**config.mk**
```make
export PLATFORM = sky130hd
export DESIGN_NAME = cfg_smbus_slave
export DESIGN_NICKNAME = d
export VERILOG_FILES = /design/src/rtl/cfgsm_pkg.sv /design/src/rtl/cfgsm_sync.sv /design/src/rtl/cfgsm_fsm.sv /design/src/rtl/cfgsm_bank.sv /design/src/rtl/cfg_smbus_slave.sv
export SDC_FILE = /design/constraint.sdc
export NUM_CORES = 1
export LEC_CHECK = 0
export BUFFER_PORTS_ARGS = -buffer_cell sky130_fd_sc_hd__buf_2
export CORE_MARGIN = 5
export CORE_UTILIZATION = 35
export CTS_BUF_LIST = sky130_fd_sc_hd__clkbuf_8
export CTS_CLUSTER_SIZE = 12
export DETAILED_ROUTE_END_ITERATION = 16
export PLACE_DENSITY_LB_ADDON = 0.1
export SYNTH_ARGS = -nofsm -noshare
export SYNTH_HDL_FRONTEND = slang
export SYNTH_SLANG_ARGS = --single-unit
```
**constraint.sdc**
```tcl
create_clock -name clk -period 2.61 [get_ports clk]
set_input_delay 0.3915 -clock clk [delete_from_list [all_inputs] [get_ports clk]]
set_output_delay 0.3915 -clock clk [all_outputs]
set_load 0.03 [all_outputs]
```
**src/rtl/cfgsm_pkg.sv**
```systemverilog
package cfgsm_pkg;

    localparam int NREG = 7;
    localparam int IDXW = $clog2(NREG);

    typedef enum logic [2:0] {
        ST_IDLE,
        ST_ADDR,
        ST_CMD,
        ST_COUNT,
        ST_DATA,
        ST_WAIT_ACK,
        ST_ACK
    } sm_state_t;

    // Entry [i] belongs to register byte i.
    localparam logic [NREG-1:0][7:0] WR_MASK =
        {8'h00, 8'h3F, 8'h3F, 8'hFF, 8'h7F, 8'h7F, 8'hA8};
    localparam logic [NREG-1:0][7:0] PWR_DEF =
        {8'h00, 8'h00, 8'h3F, 8'hC7, 8'h7F, 8'h07, 8'h00};
    localparam logic [NREG-1:0][7:0] RO_FIX =
        {8'h08, 8'h00, 8'h00, 8'h00, 8'h00, 8'h00, 8'h00};

    localparam int STOP_BIT = 4;

endpackage

```
**src/rtl/cfgsm_sync.sv**
```systemverilog
module cfgsm_sync #(
    parameter int STAGES = 2
) (
    input  logic clk,
    input  logic rst_n,
    input  logic scl_in,
    input  logic sda_in,
    output logic scl_s,
    output logic sda_s,
    output logic scl_rise,
    output logic scl_fall,
    output logic start_det,
    output logic stop_det
);

    localparam int TOP = STAGES - 1;

    logic [TOP:0] scl_ff, sda_ff;
    logic         scl_p, sda_p;

    // Same depth chain for both lines so their samples stay aligned.
    always_ff @(posedge clk) begin
        if (!rst_n) begin
            scl_ff <= '1;
            sda_ff <= '1;
            scl_p  <= 1'b1;
            sda_p  <= 1'b1;
        end else begin
            scl_ff <= {scl_ff[TOP-1:0], scl_in};
            sda_ff <= {sda_ff[TOP-1:0], sda_in};
            scl_p  <= scl_ff[TOP];
            sda_p  <= sda_ff[TOP];
        end
    end

    assign scl_s     = scl_ff[TOP];
    assign sda_s     = sda_ff[TOP];
    assign scl_rise  = scl_s & ~scl_p;
    assign scl_fall  = ~scl_s & scl_p;
    assign start_det = scl_s & scl_p & sda_p & ~sda_s;
    assign stop_det  = scl_s & scl_p & ~sda_p & sda_s;

endmodule

```
**src/rtl/cfgsm_fsm.sv**
```systemverilog
module cfgsm_fsm
    import cfgsm_pkg::*;
#(
    parameter logic [6:0] SLAVE_ADDR7 = 7'h69,
    parameter int         MAX_COUNT   = 32
) (
    input  logic            clk,
    input  logic            rst_n,
    input  logic            scl_s,
    input  logic            sda_s,
    input  logic            scl_rise,
    input  logic            scl_fall,
    input  logic            start_det,
    input  logic            stop_det,
    output logic            sda_pull,
    output logic            wr_en,
    output logic [IDXW-1:0] wr_idx,
    output logic [7:0]      wr_data
);

    localparam int              CW        = $clog2(MAX_COUNT + 1);
    localparam logic [7:0]      ADDR_BYTE = {SLAVE_ADDR7, 1'b0};
    localparam logic [7:0]      MAXC8     = 8'(MAX_COUNT);
    localparam logic [CW-1:0]   NREG_C    = CW'(NREG);

    sm_state_t       state_q, state_d, resume_q;
    logic [2:0]      bitcnt_q;
    logic [7:0]      shift_q;
    logic [CW-1:0]   cnt_q, idx_q;
    logic [7:0]      new_byte;
    logic            rx_state, byte_done, byte_ok;

    assign new_byte  = {shift_q[6:0], sda_s};
    assign rx_state  = (state_q == ST_ADDR) || (state_q == ST_CMD) ||
                       (state_q == ST_COUNT) || (state_q == ST_DATA);
    assign byte_done = rx_state && scl_rise && (bitcnt_q == 3'd7);

    // Acceptance of the byte that just completed.
    always_comb begin
        unique case (state_q)
            ST_ADDR:  byte_ok = (new_byte == ADDR_BYTE);
            ST_CMD:   byte_ok = (new_byte == 8'h00);
            ST_COUNT: byte_ok = (new_byte != 8'h00) && (new_byte <= MAXC8);
            ST_DATA:  byte_ok = 1'b1;
            default:  byte_ok = 1'b0;
        endcase
    end

    // Next state.
    always_comb begin
        state_d = state_q;
        if (stop_det) begin
            state_d = ST_IDLE;
        end else if (start_det) begin
            state_d = ST_ADDR;
        end else begin
            unique case (state_q)
                ST_IDLE: ;
                ST_ADDR, ST_CMD, ST_COUNT, ST_DATA:
                    if (byte_done) state_d = byte_ok ? ST_WAIT_ACK : ST_IDLE;
                ST_WAIT_ACK:
                    if (scl_fall) state_d = ST_ACK;
                ST_ACK:
                    if (scl_fall) state_d = resume_q;
                default: state_d = ST_IDLE;
            endcase
        end
    end

    // State register.
    always_ff @(posedge clk) begin
        if (!rst_n) state_q <= ST_IDLE;
        else        state_q <= state_d;
    end

    // Byte datapath.
    always_ff @(posedge clk) begin
        if (!rst_n) begin
            bitcnt_q <= '0;
            shift_q  <= '0;
            cnt_q    <= '0;
            idx_q    <= '0;
            resume_q <= ST_IDLE;
        end else if (start_det) begin
            bitcnt_q <= '0;
            cnt_q    <= '0;
            idx_q    <= '0;
        end else if (!stop_det) begin
            if (rx_state && scl_rise) begin
                shift_q  <= new_byte;
                bitcnt_q <= bitcnt_q + 3'd1;
            end
            if (byte_done && byte_ok) begin
                unique case (state_q)
                    ST_ADDR:  resume_q <= ST_CMD;
                    ST_CMD:   resume_q <= ST_COUNT;
                    ST_COUNT: begin
                        resume_q <= ST_DATA;
                        cnt_q    <= new_byte[CW-1:0];
                    end
                    ST_DATA: begin
                        resume_q <= ST_DATA;
                        if (idx_q != '1) idx_q <= idx_q + 1'b1;
                    end
                    default: ;
                endcase
            end
        end
    end

    // Outputs.
    always_comb begin
        sda_pull = (state_q == ST_ACK);
        wr_en    = (state_q == ST_DATA) && byte_done && !start_det && !stop_det &&
                   (idx_q < cnt_q) && (idx_q < NREG_C);
        wr_idx   = idx_q[IDXW-1:0];
        wr_data  = new_byte;
    end

    assert_pull_scl_low_R11: assert property (@(posedge clk) disable iff (!rst_n)
        (sda_pull != $past(sda_pull)) |-> !scl_s);

    assert_write_after_count_R5: assert property (@(posedge clk) disable iff (!rst_n)
        wr_en |-> (cnt_q != '0) && (state_q == ST_DATA));

    assert_start_restarts_R10: assert property (@(posedge clk) disable iff (!rst_n)
        (start_det && !stop_det) |=> (state_q == ST_ADDR) && !sda_pull);

    assert_bad_addr_idle_R3: assert property (@(posedge clk) disable iff (!rst_n)
        (state_q == ST_ADDR && byte_done && new_byte != ADDR_BYTE &&
         !start_det && !stop_det) |=> (state_q == ST_IDLE) && !sda_pull);

endmodule

```
**src/rtl/cfgsm_bank.sv**
```systemverilog
module cfgsm_bank
    import cfgsm_pkg::*;
(
    input  logic              clk,
    input  logic              rst_n,
    input  logic              wr_en,
    input  logic [IDXW-1:0]   wr_idx,
    input  logic [7:0]        wr_data,
    input  logic [2:0]        strap_in,
    input  logic              cpu_stop_in,
    output logic [NREG*8-1:0] cfg_out
);

    logic [NREG-1:0][7:0] store_q;
    logic [NREG-1:0][7:0] view;
    logic [2:0]           strap_q;

    // Straps follow the pins only while reset is held.
    always_ff @(posedge clk) begin
        if (!rst_n) strap_q <= strap_in;
    end

    for (genvar i = 0; i < NREG; i++) begin : g_byte
        always_ff @(posedge clk) begin
            if (!rst_n) begin
                store_q[i] <= PWR_DEF[i];
            end else if (wr_en && (wr_idx == IDXW'(i))) begin
                store_q[i] <= (store_q[i] & ~WR_MASK[i]) | (wr_data & WR_MASK[i]);
            end
        end

        if (i == 0) begin : g_live
            always_comb begin
                view[i]           = (store_q[i] & WR_MASK[i]) | RO_FIX[i];
                view[i][2:0]      = strap_q;
                view[i][STOP_BIT] = cpu_stop_in;
            end
        end else begin : g_plain
            assign view[i] = (store_q[i] & WR_MASK[i]) | RO_FIX[i];
        end
    end

    assign cfg_out = view;

    assert_hold_no_write_R8: assert property (@(posedge clk) disable iff (!rst_n)
        !wr_en |=> $stable(store_q));

endmodule

```
**src/rtl/cfg_smbus_slave.sv**
```systemverilog
module cfg_smbus_slave
    import cfgsm_pkg::*;
#(
    parameter logic [6:0] SLAVE_ADDR7 = 7'h69,
    parameter int         MAX_COUNT   = 32,
    parameter int         SYNC_STAGES = 2
) (
    input  logic              clk,
    input  logic              rst_n,
    input  logic              scl_in,
    input  logic              sda_in,
    output logic              sda_pull,
    input  logic [2:0]        strap_in,
    input  logic              cpu_stop_in,
    output logic [NREG*8-1:0] cfg_out
);

    logic            scl_s, sda_s, scl_rise, scl_fall, start_det, stop_det;
    logic            wr_en;
    logic [IDXW-1:0] wr_idx;
    logic [7:0]      wr_data;

    cfgsm_sync #(.STAGES(SYNC_STAGES)) u_sync (
        .clk       (clk),
        .rst_n     (rst_n),
        .scl_in    (scl_in),
        .sda_in    (sda_in),
        .scl_s     (scl_s),
        .sda_s     (sda_s),
        .scl_rise  (scl_rise),
        .scl_fall  (scl_fall),
        .start_det (start_det),
        .stop_det  (stop_det)
    );

    cfgsm_fsm #(.SLAVE_ADDR7(SLAVE_ADDR7), .MAX_COUNT(MAX_COUNT)) u_fsm (
        .clk       (clk),
        .rst_n     (rst_n),
        .scl_s     (scl_s),
        .sda_s     (sda_s),
        .scl_rise  (scl_rise),
        .scl_fall  (scl_fall),
        .start_det (start_det),
        .stop_det  (stop_det),
        .sda_pull  (sda_pull),
        .wr_en     (wr_en),
        .wr_idx    (wr_idx),
        .wr_data   (wr_data)
    );

    cfgsm_bank u_bank (
        .clk         (clk),
        .rst_n       (rst_n),
        .wr_en       (wr_en),
        .wr_idx      (wr_idx),
        .wr_data     (wr_data),
        .strap_in    (strap_in),
        .cpu_stop_in (cpu_stop_in),
        .cfg_out     (cfg_out)
    );

endmodule

```
## After elaboration in Yosys (flattened, before gate mapping)

Cells that the tools add are included.

| operators by class | value |
|---|---|
| reductions and logical operators | 37 |
| $mul | 0 |
| muxes and demuxes | 8 |
| bitwise gates (word level) | 20 |
| add/sub/neg operators | 2 |
| divide/modulo/power cells | 0 |
| shifts and indexed selects | 0 |
| magnitude comparators | 3 |
| eq/ne operators | 21 |

Operators by type and width:

| kind | number |
|---|---|
| 3-bit == test, second input constant | 6 |
| 8-bit by 6-bit OR with 8-bit output | 2 |
| 8-bit by 7-bit OR with 8-bit output | 2 |
| 4-bit AND reduction | 4 |
| 1-bit logical AND | 15 |
| 3-bit by 2-bit == test with 1-bit output, second input constant | 4 |
| 3-bit two-way mux | 4 |
| 3-bit case mux with 4 select lines | 1 |
| 3-bit case mux with 3 select lines | 1 |
| 8-bit == test, second input constant | 1 |
| 8-bit by 6-bit less-or-equal comparator with 1-bit output, second input constant | 1 |
| 8-bit zero test | 1 |
| 1-bit inverter | 8 |
| 7-bit by 8-bit OR with 8-bit output | 1 |
| 8-bit nonzero test | 1 |
| 1-bit bitwise AND | 7 |
| 6-bit by 1-bit adder with 6-bit output, second input constant | 1 |
| 3-bit by 1-bit == test with 1-bit output, second input constant | 2 |
| 3-bit zero test | 2 |
| 6-bit by 3-bit < comparator with 1-bit output, second input constant | 1 |
| 6-bit < comparator | 1 |
| 2-bit by 1-bit inequality test with 1-bit output, second input constant | 3 |
| 3-bit by 1-bit inequality test with 1-bit output, second input constant | 2 |
| 6-bit inequality test, second input constant | 1 |
| 13 further kinds | 19 |

| word-level totals | value |
|---|---|
| bits in registers | 85 |
| memory bits (writable) | 0 |
| output and inout bits | 57 |
| memory bits (read-only) | 0 |
| input port bits | 8 |
| latch bits | 0 |
| memories | 0 |
| word-level logic and storage cells | 109 |

## Depth between registers and ports, before layout

| logic depth | value |
|---|---|
| depth after elaboration | 12 |
| mapped depth | 9 |

## Modules after synthesis

Synthesis repeated with hierarchy kept, for this count alone.

| second synthesis, totals | value |
|---|---|
| cell total of the unflattened synthesis | 366 |
| area, all modules | 3574.7 µm² |

Modules (own cells, without submodules):

| module | cells each | area an instance (µm²) | times used | sequential area each (µm²) |
|---|---|---|---|---|
| cfgsm_bank | 169 | 1784.2 | 1 | 830.8 |
| cfgsm_fsm | 181 | 1600.3 | 1 | 560.5 |
| cfgsm_sync | 16 | 190.2 | 1 | 120.1 |

## Worst setup path after synthesis

Ideal clock, no wire load.

| path | value |
|---|---|
| path type | register -> register |
| start point | register u_fsm.bitcnt_q[0] |
| end point | register u_bank.store_q (netlist bit u_bank.cfg_out[10]) |
| data required time | 2.473 ns |
| path slack | 0.529 ns |
| arrival | 1.943 ns |
| path buffers | 1 |
| cell stages (with the launch flop) | 9 |
| cells stage by stage | dfxtp_1 > ha_1 > ha_1 > and3b_1 > buf_2 > nand3_1 > a2111oi_4 > o2111ai_2 > mux2i_1 |

| between the ends | value |
|---|---|
| word-level cells in the longest chain between the ends | 8 |

RTL lines:

| item | line | source |
|---|---|---|
| start, declared | cfgsm_fsm.sv:27 | `logic [2:0] bitcnt_q;` |
| start signal, assigned | cfgsm_fsm.sv:91 | `bitcnt_q <= bitcnt_q + 3'd1;` |
| 3-bit == test | cfgsm_fsm.sv:36 | `assign byte_done = rx_state && scl_rise && (bitcnt_q == 3'd7);` |
| 1-bit logical AND | cfgsm_fsm.sv:36 |  |
| 1-bit logical AND (4 in a row) | cfgsm_fsm.sv:114 | `wr_en = (state_q == ST_DATA) && byte_done && !start_det && !stop_det &&` |
| 1-bit logical AND | cfgsm_fsm.sv:115 | `(idx_q < cnt_q) && (idx_q < NREG_C);` |
| 1-bit logical AND | cfgsm_bank.sv:27 | `end else if (wr_en && (wr_idx == IDXW'(i))) begin` |
| end signal, assigned by index | cfgsm_bank.sv:26 | `store_q[i] <= PWR_DEF[i];` |
| end signal, assigned by index | cfgsm_bank.sv:28 | `store_q[i] <= (store_q[i] & ~WR_MASK[i]) \| (wr_data & WR_MASK[i]);` |
| end, declared | cfgsm_bank.sv:14 | `logic [NREG-1:0][7:0] store_q;` |

Every way passes these cells.
A chain may end at the register's enable or synchronous reset.

## Final worst setup path

| path | value |
|---|---|
| start point | register u_fsm.cnt_q[5] |
| end point | register u_bank.store_q (netlist bit u_bank.cfg_out[36]) |

| between the ends | value |
|---|---|
| word-level cells in the longest chain between the ends | 4 |

RTL lines:

| item | line | source |
|---|---|---|
| start, declared | cfgsm_fsm.sv:29 | `logic [CW-1:0] cnt_q, idx_q;` |
| start signal, assigned | cfgsm_fsm.sv:99 | `cnt_q <= new_byte[CW-1:0];` |
| 6-bit < comparator | cfgsm_fsm.sv:115 |  |
| 1-bit logical AND | cfgsm_fsm.sv:114 |  |
| 1-bit logical AND | cfgsm_fsm.sv:115 |  |
| 1-bit logical AND | cfgsm_bank.sv:27 |  |

Every way passes these cells.

==> results.md <==
- DIE WIDTH: 109 um
- Clock sink count: 74
- Count of final setup violators: 0
- Post-CTS Setup Bufs: 0
- Commonest non-fill, non-tap cell in the layout: dfxtp_1
- 1st-iter DRT viols: 134
- Worst Setup Start Kind: register
- Largest net degree at the start of global routing: 34
- Buffers added on ports: 47
- Peak VDD IR: 0.211 mV
- Initial antenna violation count: 0
- Total grt overflow: 0
- Worst hold path class: in2reg
- Initial Util: 35.6%
- H-tree depth: 3
- Worst path required time: 2.88 ns
- Yosys reg bits: 74
- Netlist Area Pre-Place: 3440 sq um
- Critical setup path kind: reg2reg
- CTS root buf: clkbuf_8
- Crit Path Max Fanout: 6
- Switch share: 24.8%
- Logic gate share of total power: 4.7%
- Leakage power: 1.74 nW
- Final period util: 88.9%
- Longest Clk Path Bufs: 2
- Most used flip-flop cell after synthesis: dfxtp_1
- Core Region: 9680 sq um
- Gr usage total: 14.1%
- Post-synth EDFFs: 3
- F_max: 431 MHz
- Top cell type by total area after synthesis: dfxtp_1
- Status: finished, final reports clean
- First-pass GRT wire length: 13.2 mm
- Drt wl/cell: 14.4 um
- Die area: 11900 sq um
- Clock power share: 41.6%
- Post-synth ARST share: 0%
- Layout cells sized above 1: 19.6%
- Final ANT Viol Nets: 0
- RSZ-0062 raised after global routing: no
- Psw: 0.528 mW
- Setup Skew: 0.0104 ns
- Dominant cells by area after synthesis: dfxtp_1 41%, mux2i_1 15%, nor2_1 5.8%, nand2_1 4.6%, ha_1 4.4%
- Final Total Pwr: 2.13 mW
- Setup_tns: 0 ns
- Resized cells post-CTS: 0
- Top Ports: 65
- Register area share after synthesis: 43.9%
- Hold Violations, Final: 0
- Placed Cells: 536
- Post-Route WL: 7.93 mm
- CTS tree: yes
- Slew HR: 45.6%
- CTS Hold Buffers Added: 0
- Crit path time final: 2.32 ns
- CTS buffer count: 9
- Commonest non-fill, non-tap cells in the layout: 71 x dfxtp_1, 53 x nor2_1, 53 x mux2i_1
- Sequential power share: 53.7%
- Worst-Skew Late Latency: 0.34 ns
- Mean Syn Cell Area: 9.36 sq um
- Via count: 2634
- PwrDens: 537 nW/um^2
- Nets: 434
- Via density: 4.77
- Row count: 36
- WP data arrival: 2.59 ns
- Internal: 1.61 mW
- Clk slew on worst S/H paths: 0.08 ns
- Ys Warns: 0
- Netlist cell types: 47
- DIE HEIGHT: 109 um
- Hpwl dp: 5.78 mm
- Max Transition Viols Final: 0
- Max Cap Violations: 0
- Synthesis-to-layout area growth: 15.5%
- Top cell type's share of synthesized area: 41.3%
- Placer Congestion: 0.737
- # diodes: 0
- Final cell count without fillers: 552
- Syn Inst Count: 368
- Vias in the first global route: 2576
- Worst-margin pin slew: 0.810 ns
- DRC errors left: 0
- Worst Setup End Kind: register
- First drt pass iteration count: 4
-- routing by layer --
metal / vias up / share of wire [%] / track usage (%)
li1: 1321 / - / -
met1: 1237 / 49 / 19.8
met2: 69 / 44 / 21.1
met3: 7 / 5.5 / 3.37
met4: 0 / 1.1 / 4.81
met5: - / 0 / 0
-- cells by family (layout without fill, tap and decap cells) --
kind of cell,after synthesis,in the layout,synth area share [%]
simple gates,133,133,17.9
flops,74,74,43.9
mux,53,53,15.4
buf+inv,51,89,7.63
compound gates,37,37,9.08
fa+ha+maj,12,12,4.36
xor+xnor,6,6,1.53
other cells,2,15,0.218
-- per-stage QoR --
stage	instance area [sq um]	setup WS [ns]	utilization, %	hold WS (ns)
6_report	3980	0.289	41.1	0.219
3_5_place_dp	3780	0.292	39.1	0.392
2_1_floorplan	3490	0.529	-	0.386
4_1_cts	3980	0.280	41.1	0.200
5_1_grt	3980	0.135	41.1	0.187
3_3_place_gp	3780	0.313	39.1	0.390
-- final cells by class --
| class | count | area (sq um) |
|---|---|---|
| Tap cell | 133 | 166 |
| Clock buffer | 9 | 124 |
| Clock inverter | 7 | 68.8 |
| Sequential cell | 74 | 1510 |
| Multi-Input combinational cell | 256 | 1720 |
| Inverter | 13 | 48.8 |
| Timing Repair Buffer | 60 | 333 |
| Fill cell | 984 | 5710 |
-- final timing paths --
check	from	depth (start not counted)	end	slack, ns
max	u_fsm.cnt_q[5]	6	u_bank.cfg_out[36]	0.29
min	strap_in[0]	1	u_bank.strap_q[0]	0.22
max reg2reg	u_fsm.cnt_q[5]	6	u_bank.cfg_out[36]	0.29
min reg2reg	u_sync.scl_ff[0]	1	u_sync.scl_ff[1]	0.41
-- registers in the layout, indices dropped and copies added (netlist names) --
| signal | flops |
|---|---|
| u_bank.cfg_out | 37 |
| u_bank.strap_q | 3 |
| u_fsm.bitcnt_q | 3 |
| u_fsm.cnt_q | 6 |
| u_fsm.idx_q | 6 |
| u_fsm.resume_q | 3 |
| u_fsm.shift_q | 7 |
| u_fsm.state_q | 3 |
| u_sync.scl_ff | 2 |
| u_sync.scl_p | 1 |
| u_sync.sda_ff | 2 |
| u_sync.sda_p | 1 |
-- cells in the mapped netlist, drive strengths merged (4+ instances only) --
cell,count
nor3,4
and3,4
buf,21
mux2i,53
a21oi,6
nor2,53
dfxtp,71
inv,13
nand2,42
xnor2,5
nand4,4
nand3,4
a211oi,6
ha,12
nand2b,7
clkbuf,17
o21ai,7
-- power by group through the flow --
| stage | clock, mW | sequential, mW | combinational [mW] |
|---|---|---|---|
| 2_1_floorplan | 0 | 1.18 | 0.0880 |
| 3_3_place_gp | 0 | 1.17 | 0.100 |
| 3_5_place_dp | 0 | 1.17 | 0.0994 |
| 4_1_cts | 0.919 | 1.15 | 0.0994 |
| 5_1_grt | 0.969 | 1.15 | 0.109 |
| 6_report | 0.887 | 1.15 | 0.0996 |
-- critical path, stage by stage, from the launching register on --
cell,delay [ns]
dfxtp_1,0.33
inv_1,0.04
ha_1,0.16
or4_4,0.42
a2111oi_4,0.56
o2111a_1,0.50
mux2i_1,0.24
No activity file was read; power rests on OpenSTA's default activity.
